### config.mk
export PLATFORM = sky130hd
export DESIGN_NAME = board_sysregs
export DESIGN_NICKNAME = d
export VERILOG_FILES = /design/src/rtl/board_regs_pkg.sv /design/src/rtl/bsr_sync.sv /design/src/rtl/bsr_setclr_bank.sv /design/src/rtl/bsr_tick_counter.sv /design/src/rtl/board_sysregs.sv
export SDC_FILE = /design/constraint.sdc
export NUM_CORES = 1
export LEC_CHECK = 0
export ABC_AREA = 1
export BUFFER_PORTS_ARGS = -buffer_cell sky130_fd_sc_hd__buf_2
export CAP_MARGIN = 20
export CELL_PAD_IN_SITES_DETAIL_PLACEMENT = 0
export CELL_PAD_IN_SITES_GLOBAL_PLACEMENT = 1
export CORE_AREA = 2 2 152 154
export DETAILED_ROUTE_END_ITERATION = 10
export DIE_AREA = 0 0 154 156
export PLACE_DENSITY = 0.77
export SYNTH_ARGS = -nofsm -noshare
export SYNTH_HDL_FRONTEND = slang
export SYNTH_SLANG_ARGS = --single-unit
export TNS_END_PERCENT = 10
### constraint.sdc
create_clock -name clk -period 1.7 [get_ports clk]
set_input_delay 0.425 -clock clk [delete_from_list [all_inputs] [get_ports clk]]
set_output_delay 0.425 -clock clk [all_outputs]
set_load 0.1 [all_outputs]
### src/rtl/board_regs_pkg.sv
package board_regs_pkg;
  localparam int DATA_W    = 32;
  localparam int LED_W     = 8;
  localparam int SW_W      = 8;
  localparam int CODE_W    = 12;
  localparam int ID_LSB    = 16;
  localparam int MASTER_BIT = 14;
  // word addresses (byte offset / 4)
  localparam int A_ID      = 0;
  localparam int A_SW      = 1;
  localparam int A_LED     = 2;
  localparam int A_SLOW    = 9;
  localparam int A_FL_SET  = 12;
  localparam int A_FL_CLR  = 13;
  localparam int A_NV_SET  = 14;
  localparam int A_NV_CLR  = 15;
  localparam int A_CARD    = 18;
  localparam int A_FLASH   = 19;
  localparam int A_FAST    = 23;
  localparam int A_MISC    = 24;
  localparam int A_PID0    = 33;
  localparam int A_PID1    = 34;
endpackage

### src/rtl/bsr_sync.sv
module bsr_sync #(
  parameter int W      = 1,
  parameter int STAGES = 2
) (
  input  logic         clk,
  input  logic         rst,
  input  logic [W-1:0] d,
  output logic [W-1:0] q
);
  logic [W-1:0] stg [STAGES];

  always_ff @(posedge clk) begin
    if (rst) begin
      for (int i = 0; i < STAGES; i++) stg[i] <= '0;
    end else begin
      stg[0] <= d;
      for (int i = 1; i < STAGES; i++) stg[i] <= stg[i-1];
    end
  end

  assign q = stg[STAGES-1];
endmodule

### src/rtl/bsr_setclr_bank.sv
module bsr_setclr_bank #(
  parameter int W = 32
) (
  input  logic         clk,
  input  logic         rst,
  input  logic         soft_clr,
  input  logic         set_en,
  input  logic         clr_en,
  input  logic [W-1:0] wdata,
  output logic [W-1:0] val
);
  always_ff @(posedge clk) begin
    if (rst || soft_clr) val <= '0;
    else if (set_en)     val <= val | wdata;
    else if (clr_en)     val <= val & ~wdata;
  end


  soft_clear_chk: assert property (@(posedge clk) disable iff (rst)
    soft_clr |=> val == '0);


  set_keeps_chk: assert property (@(posedge clk) disable iff (rst)
    (set_en && !soft_clr) |=> (val & $past(val)) == $past(val));


  clr_drops_chk: assert property (@(posedge clk) disable iff (rst)
    (clr_en && !set_en && !soft_clr) |=> (val & $past(wdata)) == '0);
endmodule

### src/rtl/bsr_tick_counter.sv
module bsr_tick_counter #(
  parameter int W = 32
) (
  input  logic         clk,
  input  logic         rst,
  input  logic         tick,
  output logic [W-1:0] cnt
);
  always_ff @(posedge clk) begin
    if (rst)       cnt <= '0;
    else if (tick) cnt <= cnt + 1'b1;
  end


  cnt_step_chk: assert property (@(posedge clk) disable iff (rst)
    tick |=> cnt == $past(cnt) + 1'b1);


  cnt_hold_chk: assert property (@(posedge clk) disable iff (rst)
    !tick |=> $stable(cnt));
endmodule

### src/rtl/board_sysregs.sv
module board_sysregs
  import board_regs_pkg::*;
#(
  parameter int ADDR_W  = 6,
  parameter int CNT_W   = 32,
  parameter logic [CODE_W-1:0] MB_CODE  = 12'h190,
  parameter logic [CODE_W-1:0] DB1_CODE = 12'h237,
  parameter logic [CODE_W-1:0] DB2_CODE = 12'h249
) (
  input  logic              clk,
  input  logic              rst,
  input  logic              soft_rst,
  input  logic [ADDR_W-1:0] bus_addr,
  input  logic              bus_wr,
  input  logic              bus_rd,
  input  logic [DATA_W-1:0] bus_wdata,
  output logic [DATA_W-1:0] bus_rdata,
  input  logic [SW_W-1:0]   user_sw,
  input  logic              card_det,
  input  logic              card_wp,
  input  logic              master_sel,
  input  logic              tick_slow,
  input  logic              tick_fast,
  output logic [LED_W-1:0]  led_out,
  output logic              flash_wp_n
);
  localparam int PIN_W = SW_W + 3;

  logic [PIN_W-1:0]  pins_s;
  logic [SW_W-1:0]   sw_s;
  logic              det_s, wp_s, master_s;
  logic [DATA_W-1:0] flags, nvflags, rd_mux;
  logic [CNT_W-1:0]  cnt_slow, cnt_fast;

  bsr_sync #(.W(PIN_W), .STAGES(2)) u_sync (
    .clk(clk), .rst(rst),
    .d({user_sw, card_det, card_wp, master_sel}),
    .q(pins_s)
  );
  assign {sw_s, det_s, wp_s, master_s} = pins_s;

  bsr_setclr_bank #(.W(DATA_W)) u_flags (
    .clk(clk), .rst(rst), .soft_clr(soft_rst),
    .set_en(bus_wr && bus_addr == ADDR_W'(A_FL_SET)),
    .clr_en(bus_wr && bus_addr == ADDR_W'(A_FL_CLR)),
    .wdata(bus_wdata), .val(flags)
  );

  bsr_setclr_bank #(.W(DATA_W)) u_nvflags (
    .clk(clk), .rst(rst), .soft_clr(1'b0),
    .set_en(bus_wr && bus_addr == ADDR_W'(A_NV_SET)),
    .clr_en(bus_wr && bus_addr == ADDR_W'(A_NV_CLR)),
    .wdata(bus_wdata), .val(nvflags)
  );

  bsr_tick_counter #(.W(CNT_W)) u_cnt_slow (
    .clk(clk), .rst(rst), .tick(tick_slow), .cnt(cnt_slow)
  );
  bsr_tick_counter #(.W(CNT_W)) u_cnt_fast (
    .clk(clk), .rst(rst), .tick(tick_fast), .cnt(cnt_fast)
  );

  always_ff @(posedge clk) begin
    if (rst) begin
      led_out    <= '0;
      flash_wp_n <= 1'b0;
    end else if (bus_wr) begin
      if (bus_addr == ADDR_W'(A_LED))   led_out    <= bus_wdata[LED_W-1:0];
      if (bus_addr == ADDR_W'(A_FLASH)) flash_wp_n <= bus_wdata[0];
    end
  end

  always_comb begin
    rd_mux = '0;
    case (bus_addr)
      ADDR_W'(A_ID):     rd_mux[ID_LSB +: CODE_W] = MB_CODE;
      ADDR_W'(A_SW):     rd_mux[SW_W-1:0] = sw_s;
      ADDR_W'(A_LED):    rd_mux[LED_W-1:0] = led_out;
      ADDR_W'(A_SLOW):   rd_mux = DATA_W'(cnt_slow);
      ADDR_W'(A_FL_SET): rd_mux = flags;
      ADDR_W'(A_NV_SET): rd_mux = nvflags;
      ADDR_W'(A_CARD):   rd_mux[1:0] = {wp_s, det_s};
      ADDR_W'(A_FLASH):  rd_mux[0] = flash_wp_n;
      ADDR_W'(A_FAST):   rd_mux = DATA_W'(cnt_fast);
      ADDR_W'(A_MISC):   rd_mux[MASTER_BIT] = master_s;
      ADDR_W'(A_PID0):   rd_mux[CODE_W-1:0] = DB1_CODE;
      ADDR_W'(A_PID1):   rd_mux[CODE_W-1:0] = DB2_CODE;
      default:           rd_mux = '0;
    endcase
  end

  always_ff @(posedge clk) begin
    if (rst)         bus_rdata <= '0;
    else if (bus_rd) bus_rdata <= rd_mux;
  end


  rdata_hold_chk: assert property (@(posedge clk) disable iff (rst)
    !bus_rd |=> $stable(bus_rdata));


  led_write_chk: assert property (@(posedge clk) disable iff (rst)
    (bus_wr && bus_addr == ADDR_W'(A_LED)) |=> led_out == $past(bus_wdata[LED_W-1:0]));


  led_hold_chk: assert property (@(posedge clk) disable iff (rst)
    !bus_wr |=> $stable(led_out));


  flash_hold_chk: assert property (@(posedge clk) disable iff (rst)
    !(bus_wr && bus_addr == ADDR_W'(A_FLASH)) |=> $stable(flash_wp_n));
endmodule

==> results.json, run 1 <==
{
  "status": "finished, final reports clean",
  "yosysWarnings": 0,
  "initial_core_util_pct": 41.31,
  "p_leak_uw": 0.004601,
  "ys.flop_type": "dfxtp_1",
  "fmax_mhz": 593.5,
  "maxSlewViolCount": 0,
  "drc": 0,
  "layout_setup_ws_ns": 0.01520,
  "dr.first_iter.drc_count": 740,
  "cp.arrival_ns": 1.26,
  "setup_violations": 0,
  "synth.avg_cell_area_sq_um": 6.744,
  "die_h_um": 156,
  "cts-root-buf": "clkbuf_16",
  "ff2ff_path_depth": 7,
  "critical_path_class": "reg2out",
  "period_minus_slack_ns": 1.685,
  "irDropWorstVdd_mv": 0.4839,
  "worstPathRequired_ns": 1.27,
  "critPathCapture": "bus_rdata[9]",
  "antenna_found_initial": 0,
  "tightestPinTransition_ns": 0.7176,
  "synth_area_sq_um": 9239,
  "grt-ovfl-total": 0,
  "cp.depth": 1,
  "avgViaCountPerCell": 5.131,
  "grtUsageTotal_pct": 24.99,
  "ys_ff_latch": 191,
  "clockBufferDepth": 2,
  "synth-edff-count": 0,
  "grt_max_degree": 55,
  "fin_skew_ns": 0.01163,
  "final_util_pct": 50.29,
  "num_io_pins": 97,
  "ctsHoldBuffers": 0,
  "grt_pass1_vias": 8705,
  "final_nets": 1574,
  "reg2reg_setup_slack_ns": 0.15,
  "cts.htree.levels": 4,
  "vias": 9307,
  "insertion_delay_ns": 0.44,
  "rows": 55,
  "routedWlPerCell_um": 16.27,
  "dieWidth_um": 154,
  "die_area_sq_um": 24020,
  "dr.pass1.iters": 5,
  "rsz0062_at_grt": "yes",
  "powerDensity_nw_per_um2": 826.8,
  "power.total_uw": 9299,
  "synth.distinct_cells": 42,
  "gp_congestion": 0.9232,
  "async_flop_share_pct": 0,
  "hold_violations": 0,
  "path_delay_family": "buffers and inverters",
  "drive_above_1_share_pct": 18.05,
  "cp-start-kind": "register",
  "io_buffers": 96,
  "syn_inst": 1370,
  "ant_nets": 0,
  "cts_buffers": 17,
  "timing.final.crit_share_pct": 99.11,
  "grt_first_pass_wirelength_mm": 47.15,
  "place_ws_ns": -0.03392,
  "maxCapViolCount": 0,
  "cts_tree": "yes",
  "dpl.hpwl_mm": 21.86,
  "endpoint_kind": "output port",
  "routed_wl_mm": 29.52,
  "critPathMaxStageDelay_ns": 0.45,
  "path_buf_inv": 1,
  "worstReg2RegStart": "u_cnt_slow.cnt[8]$_SDFFE_PP0P_",
  "cp_max_fo": 2,
  "maxSlewHeadroom_pct": 52.16,
  "holdCritPathClass": "in2reg",
  "clkSinkCount": 191,
  "startpoint": "bus_rdata[9]$_SDFFE_PP0P_",
  "diodes": 0,
  "ys_seq_area_share_pct": 41.39,
  "cp_slowest_cell": "buf_2",
  "synthesis.nets": 1428,
  "syn2layout_area_growth_pct": 21.74,
  "r2r-end": "u_cnt_slow.cnt[20]$_SDFFE_PP0P_",
  "cp_cell_sequence": "buf_2",
  "fp.coreArea_sq_um": 22370,
  "path_clk_slew_ns": 0.07
}
-- synthesized netlist by cell type, types with 3 or more instances --
master,number,area (sq um)
a21oi_1,120,600.6
a21oi_2,14,122.6
a41oi_1,3,26.28
and3_1,3,18.77
buf_2,10,50.05
buf_4,6,45.04
buf_6,6,67.56
clkbuf_1,31,116.4
dfxtp_1,191,3824
inv_1,144,540.5
inv_2,4,15.01
nand2_1,353,1325
nand2_2,5,31.28
nand3_1,98,490.5
nand4_1,40,250.2
nor2_1,159,596.8
nor2_2,5,31.28
nor2_4,9,101.4
nor3_1,21,105.1
nor3_2,3,30.03
o21ai_0,108,540.5
xnor2_1,3,26.28
xor2_1,9,78.83
-- power by group --
part | switching [uW] | internal [uW] | total [uW]
logic | 435 | 198 | 633
clock network | 2000 | 2120 | 4120
registers | 26.8 | 4520 | 4550
-- area by class of cell --
type	instances	area, sq um
clock buffers	18	429.2
clock inverters	14	167.7
fillers	2307	11120
inverters	151	568.0
multi-input cells	972	4586
flip-flops and latches	191	3826
well taps	285	356.6
repair buffers	183	1314
-- placed cells by master, fill, tap and decap left out, types with 3 or more instances in the layout --
master     instances
inv_1            143
buf_4             83
nor3_2             6
nor3_1            18
nor2_4            10
inv_2              5
o21ai_0          106
buf_2             84
xor2_1             9
nand2_1          353
buf_12            12
nand3_1           98
a21oi_1          120
xnor2_1            3
nor2_1           151
clkbuf_16         17
nor2_2            12
nand2_2            5
clkbuf_4           4
nand4_1           40
a21oi_2           14
inv_8              4
inv_6              5
o21ai_1            3
dfxtp_1          189
a41oi_1            3
and3_1             3
-- logic make-up (layout without fill, tap and decap cells) --
group | after synthesis | count (layout) | share of synthesized area, %
AND/OR/NAND/NOR | 704 | 704 | 33.09
AO/OA/AOI/OAI | 254 | 254 | 14.65
buffers and inverters | 207 | 366 | 9.466
flip-flops | 191 | 191 | 41.39
XOR/XNOR | 12 | 12 | 1.138
adder cells (fa/ha/maj) | 2 | 2 | 0.2708
-- metrics by stage --
stage | TNS, ns | std cells | hold slack [ns] | area, sq um
detailed placement | -0.09374 | 1782 | 0.3956 | 10580
finish | 0 | 1814 | 0.1921 | 11250
floorplan | 0 | 1370 | 0.3883 | 9239
CTS | 0 | 1814 | 0.1766 | 11200
global placement | -0.2048 | 1782 | 0.3952 | 10580
global route | 0 | 1814 | 0.2006 | 11250
-- repair_timing --
action | 4_1_cts | 5_1_grt
setup buffers | 0 | 0
resized for setup | 8 | 21
gates cloned | 0 | 0
pin swaps | 0 | 0
endpoints found under the setup margin | 9 | 28
-- worst min path at each step --
stage / start / to / slack, ns / cells past startpoint
2_1_floorplan: u_sync.stg[0][0]$_SDFF_PP0_ / u_sync.stg[0][11]$_SDFF_PP0_ / 0.39 / 2
5_1_grt: user_sw[6] / u_sync.stg[0][9]$_SDFF_PP0_ / 0.20 / 3
3_3_place_gp: u_sync.stg[0][0]$_SDFF_PP0_ / u_sync.stg[0][11]$_SDFF_PP0_ / 0.40 / 2
4_1_cts: user_sw[5] / u_sync.stg[0][8]$_SDFF_PP0_ / 0.18 / 3
3_5_place_dp: u_sync.stg[0][0]$_SDFF_PP0_ / u_sync.stg[0][11]$_SDFF_PP0_ / 0.40 / 2
6_report: user_sw[7] / u_sync.stg[0][10]$_SDFF_PP0_ / 0.19 / 3
-- routing by layer --
layer  part of all wire, %  up-vias  track usage, %
met3                   5.9       14           3.750
li1                      -     4724               -
met2                    44      249           39.01
met1                    49     4320           36.47
met4                  0.86        0           5.518
met5                     0        -               0
No activity file was read; power rests on OpenSTA's default activity.
==> run 2: changes to the inputs <==
CORE_AREA = 2 2 153 155   (was 2 2 152 154)
DIE_AREA = 0 0 155 157   (was 0 0 154 156)
PLACE_DENSITY = 0.79   (was 0.77)
SYNTH_HIERARCHICAL = 1   (was unset)
==> results.json, run 2 <==
{
  "endpoint_kind": "output port",
  "dr.first_iter.drc_count": 575,
  "cp_slowest_cell": "buf_2",
  "setup_violations": 0,
  "synth.avg_cell_area_sq_um": 6.865,
  "ff2ff_path_depth": 8,
  "routed_wl_mm": 29.68,
  "grt_first_pass_wirelength_mm": 47.15,
  "path_clk_slew_ns": 0.08,
  "cts-root-buf": "clkbuf_16",
  "drive_above_1_share_pct": 22.69,
  "cp_cell_sequence": "buf_2",
  "synth-edff-count": 0,
  "final_nets": 1579,
  "synth.distinct_cells": 35,
  "syn_inst": 1407,
  "dr.pass1.iters": 6,
  "grt_pass1_vias": 8459,
  "grtUsageTotal_pct": 25.04,
  "dpl.hpwl_mm": 21.92,
  "fin_tns_setup_ns": 0,
  "min_from": "card_det",
  "antenna_found_initial": 1,
  "cts_tree": "yes",
  "gp_congestion": 0.9110,
  "maxSlewViolCount": 0,
  "ant_nets": 0,
  "critical_path_class": "reg2out",
  "yosysWarnings": 6,
  "avgViaCountPerCell": 5.075,
  "synthesis.nets": 1465,
  "yosys.area.top_type": "dfxtp_1",
  "fmax_mhz": 602.4,
  "whs_endpoint": "u_sync/stg[0][2]$_SDFF_PP0_",
  "synth_area_leaders": "dfxtp_1, nand2_1, nor2_1, a21oi_2, inv_1",
  "die_h_um": 157,
  "timing.final.crit_share_pct": 97.65,
  "cp.arrival_ns": 1.24,
  "status": "finished, final reports clean",
  "hold_violations": 0,
  "grt_max_degree": 33,
  "fp.coreArea_sq_um": 22500,
  "ys.flop_type": "dfxtp_1",
  "cp_max_fo": 2,
  "rsz0062_at_grt": "no",
  "critPathMaxStageDelay_ns": 0.44,
  "path_buf_inv": 1,
  "routedWlPerCell_um": 16.31,
  "ys_ff_latch": 191,
  "yosysMostFrequentCell": "nand2_1",
  "min_path_cells": 3,
  "worstPathRequired_ns": 1.27,
  "synth_top_area_share_pct": 39.59,
  "rows": 55,
  "path_delay_family": "buffers and inverters",
  "async_flop_share_pct": 0,
  "grt-ovfl-total": 0,
  "die_area_sq_um": 24340,
  "synth_common_cells": "nand2_1, dfxtp_1, nor2_1",
  "p_leak_uw": 0.004404,
  "cts_buffers": 17,
  "insertion_delay_ns": 0.45,
  "r2r-end": "u_cnt_fast/cnt[24]$_SDFFE_PP0P_",
  "drc": 0,
  "cts.htree.levels": 4,
  "powerDensity_nw_per_um2": 821.7,
  "maxCapViolCount": 0,
  "worstReg2RegStart": "u_cnt_fast/cnt[1]$_SDFFE_PP0P_",
  "clkSinkCount": 191,
  "layout_common_cells": "nand2_1, dfxtp_1, nor2_1",
  "holdCritPathClass": "in2reg",
  "fin_skew_ns": 0.01577,
  "syn2layout_area_growth_pct": 17.38,
  "clockBufferDepth": 2,
  "final_common_cell": "nand2_1",
  "dieWidth_um": 155,
  "io_buffers": 96,
  "synth_area_sq_um": 9659,
  "vias": 9237,
  "ys_seq_area_share_pct": 39.59,
  "initial_core_util_pct": 42.92,
  "num_io_pins": 97,
  "irDropWorstVdd_mv": 0.6184,
  "reg2reg_setup_slack_ns": 0.18,
  "cp-start-kind": "register",
  "final_cells": 1820,
  "period_minus_slack_ns": 1.660,
  "dp_cells": 1787
}
## run 2: power by group
group	internal [uW]	switching [uW]
Clock	2160	1980
Combinational	198	427
Sequential	4520	26.6
## run 2: kinds of logic after synthesis
family	count (synthesis)	synth area share, %
flops	191	39.59
other cells	1	0.03882
compound gates	186	12.31
fa+ha+maj	2	0.2590
buf+inv	182	9.080
xor+xnor	6	0.5440
simple gates	839	38.19
## run 2: cell type report
type / count / area [sq um]
Timing Repair Buffer: 157 / 1131
Fill cell: 2321 / 11160
Inverter: 120 / 457.9
Clock inverter: 13 / 141.4
Antenna cell: 1 / 2.502
Multi-Input combinational cell: 1034 / 4971
Sequential cell: 191 / 3825
Clock buffer: 19 / 452.9
Tap cell: 285 / 356.6
## run 2: per-stage QoR
stage	setup WS [ns]	area [sq um]	hold slack [ns]	power [uW]	utilization, %
finish	0.03988	11340	0.1735	9316	50.39
global placement	-0.1396	10710	0.3895	5265	47.60
floorplan	0.03820	9661	0.3883	4993	-
detailed placement	-0.1492	10710	0.3929	5267	47.60
global route	0.001688	11340	0.1728	9625	50.38
CTS	0.003181	11310	0.1592	9396	50.28
## run 2: routing by layer
layer	GRT usage, %	vias up	routed length, um
met2	40.95	276	13660
li1	-	4671	-
met3	3.689	13	1764
met5	0	-	0
met4	4.762	0	225
met1	35.40	4277	14030
## run 2: timing repair
action                     CTS  global route
hold buffers                 0             0
setup buffers                0             0
setup endpoints to repair    4             9
cloned                       0             0
gates resized for setup      4             9
## run 2: worst max path at each step
| stage | from | to | slack (ns) | cells after the start |
|---|---|---|---|---|
| after floorplan | bus_addr[5] | register | 0.04 | 8 |
| after global placement | bus_addr[5] | bus_rdata[5]$_SDFFE_PP0P_ | -0.14 | 12 |
| after detailed placement | bus_addr[5] | bus_rdata[5]$_SDFFE_PP0P_ | -0.15 | 12 |
| after CTS | flash_wp_n$_SDFFE_PP0P_ | flash_wp_n | 0.003 | 1 |
| after global routing | bus_rdata[20]$_SDFFE_PP0P_ | bus_rdata[20] | 0.002 | 1 |
| final | bus_rdata[15]$_SDFFE_PP0P_ | bus_rdata[15] | 0.04 | 1 |
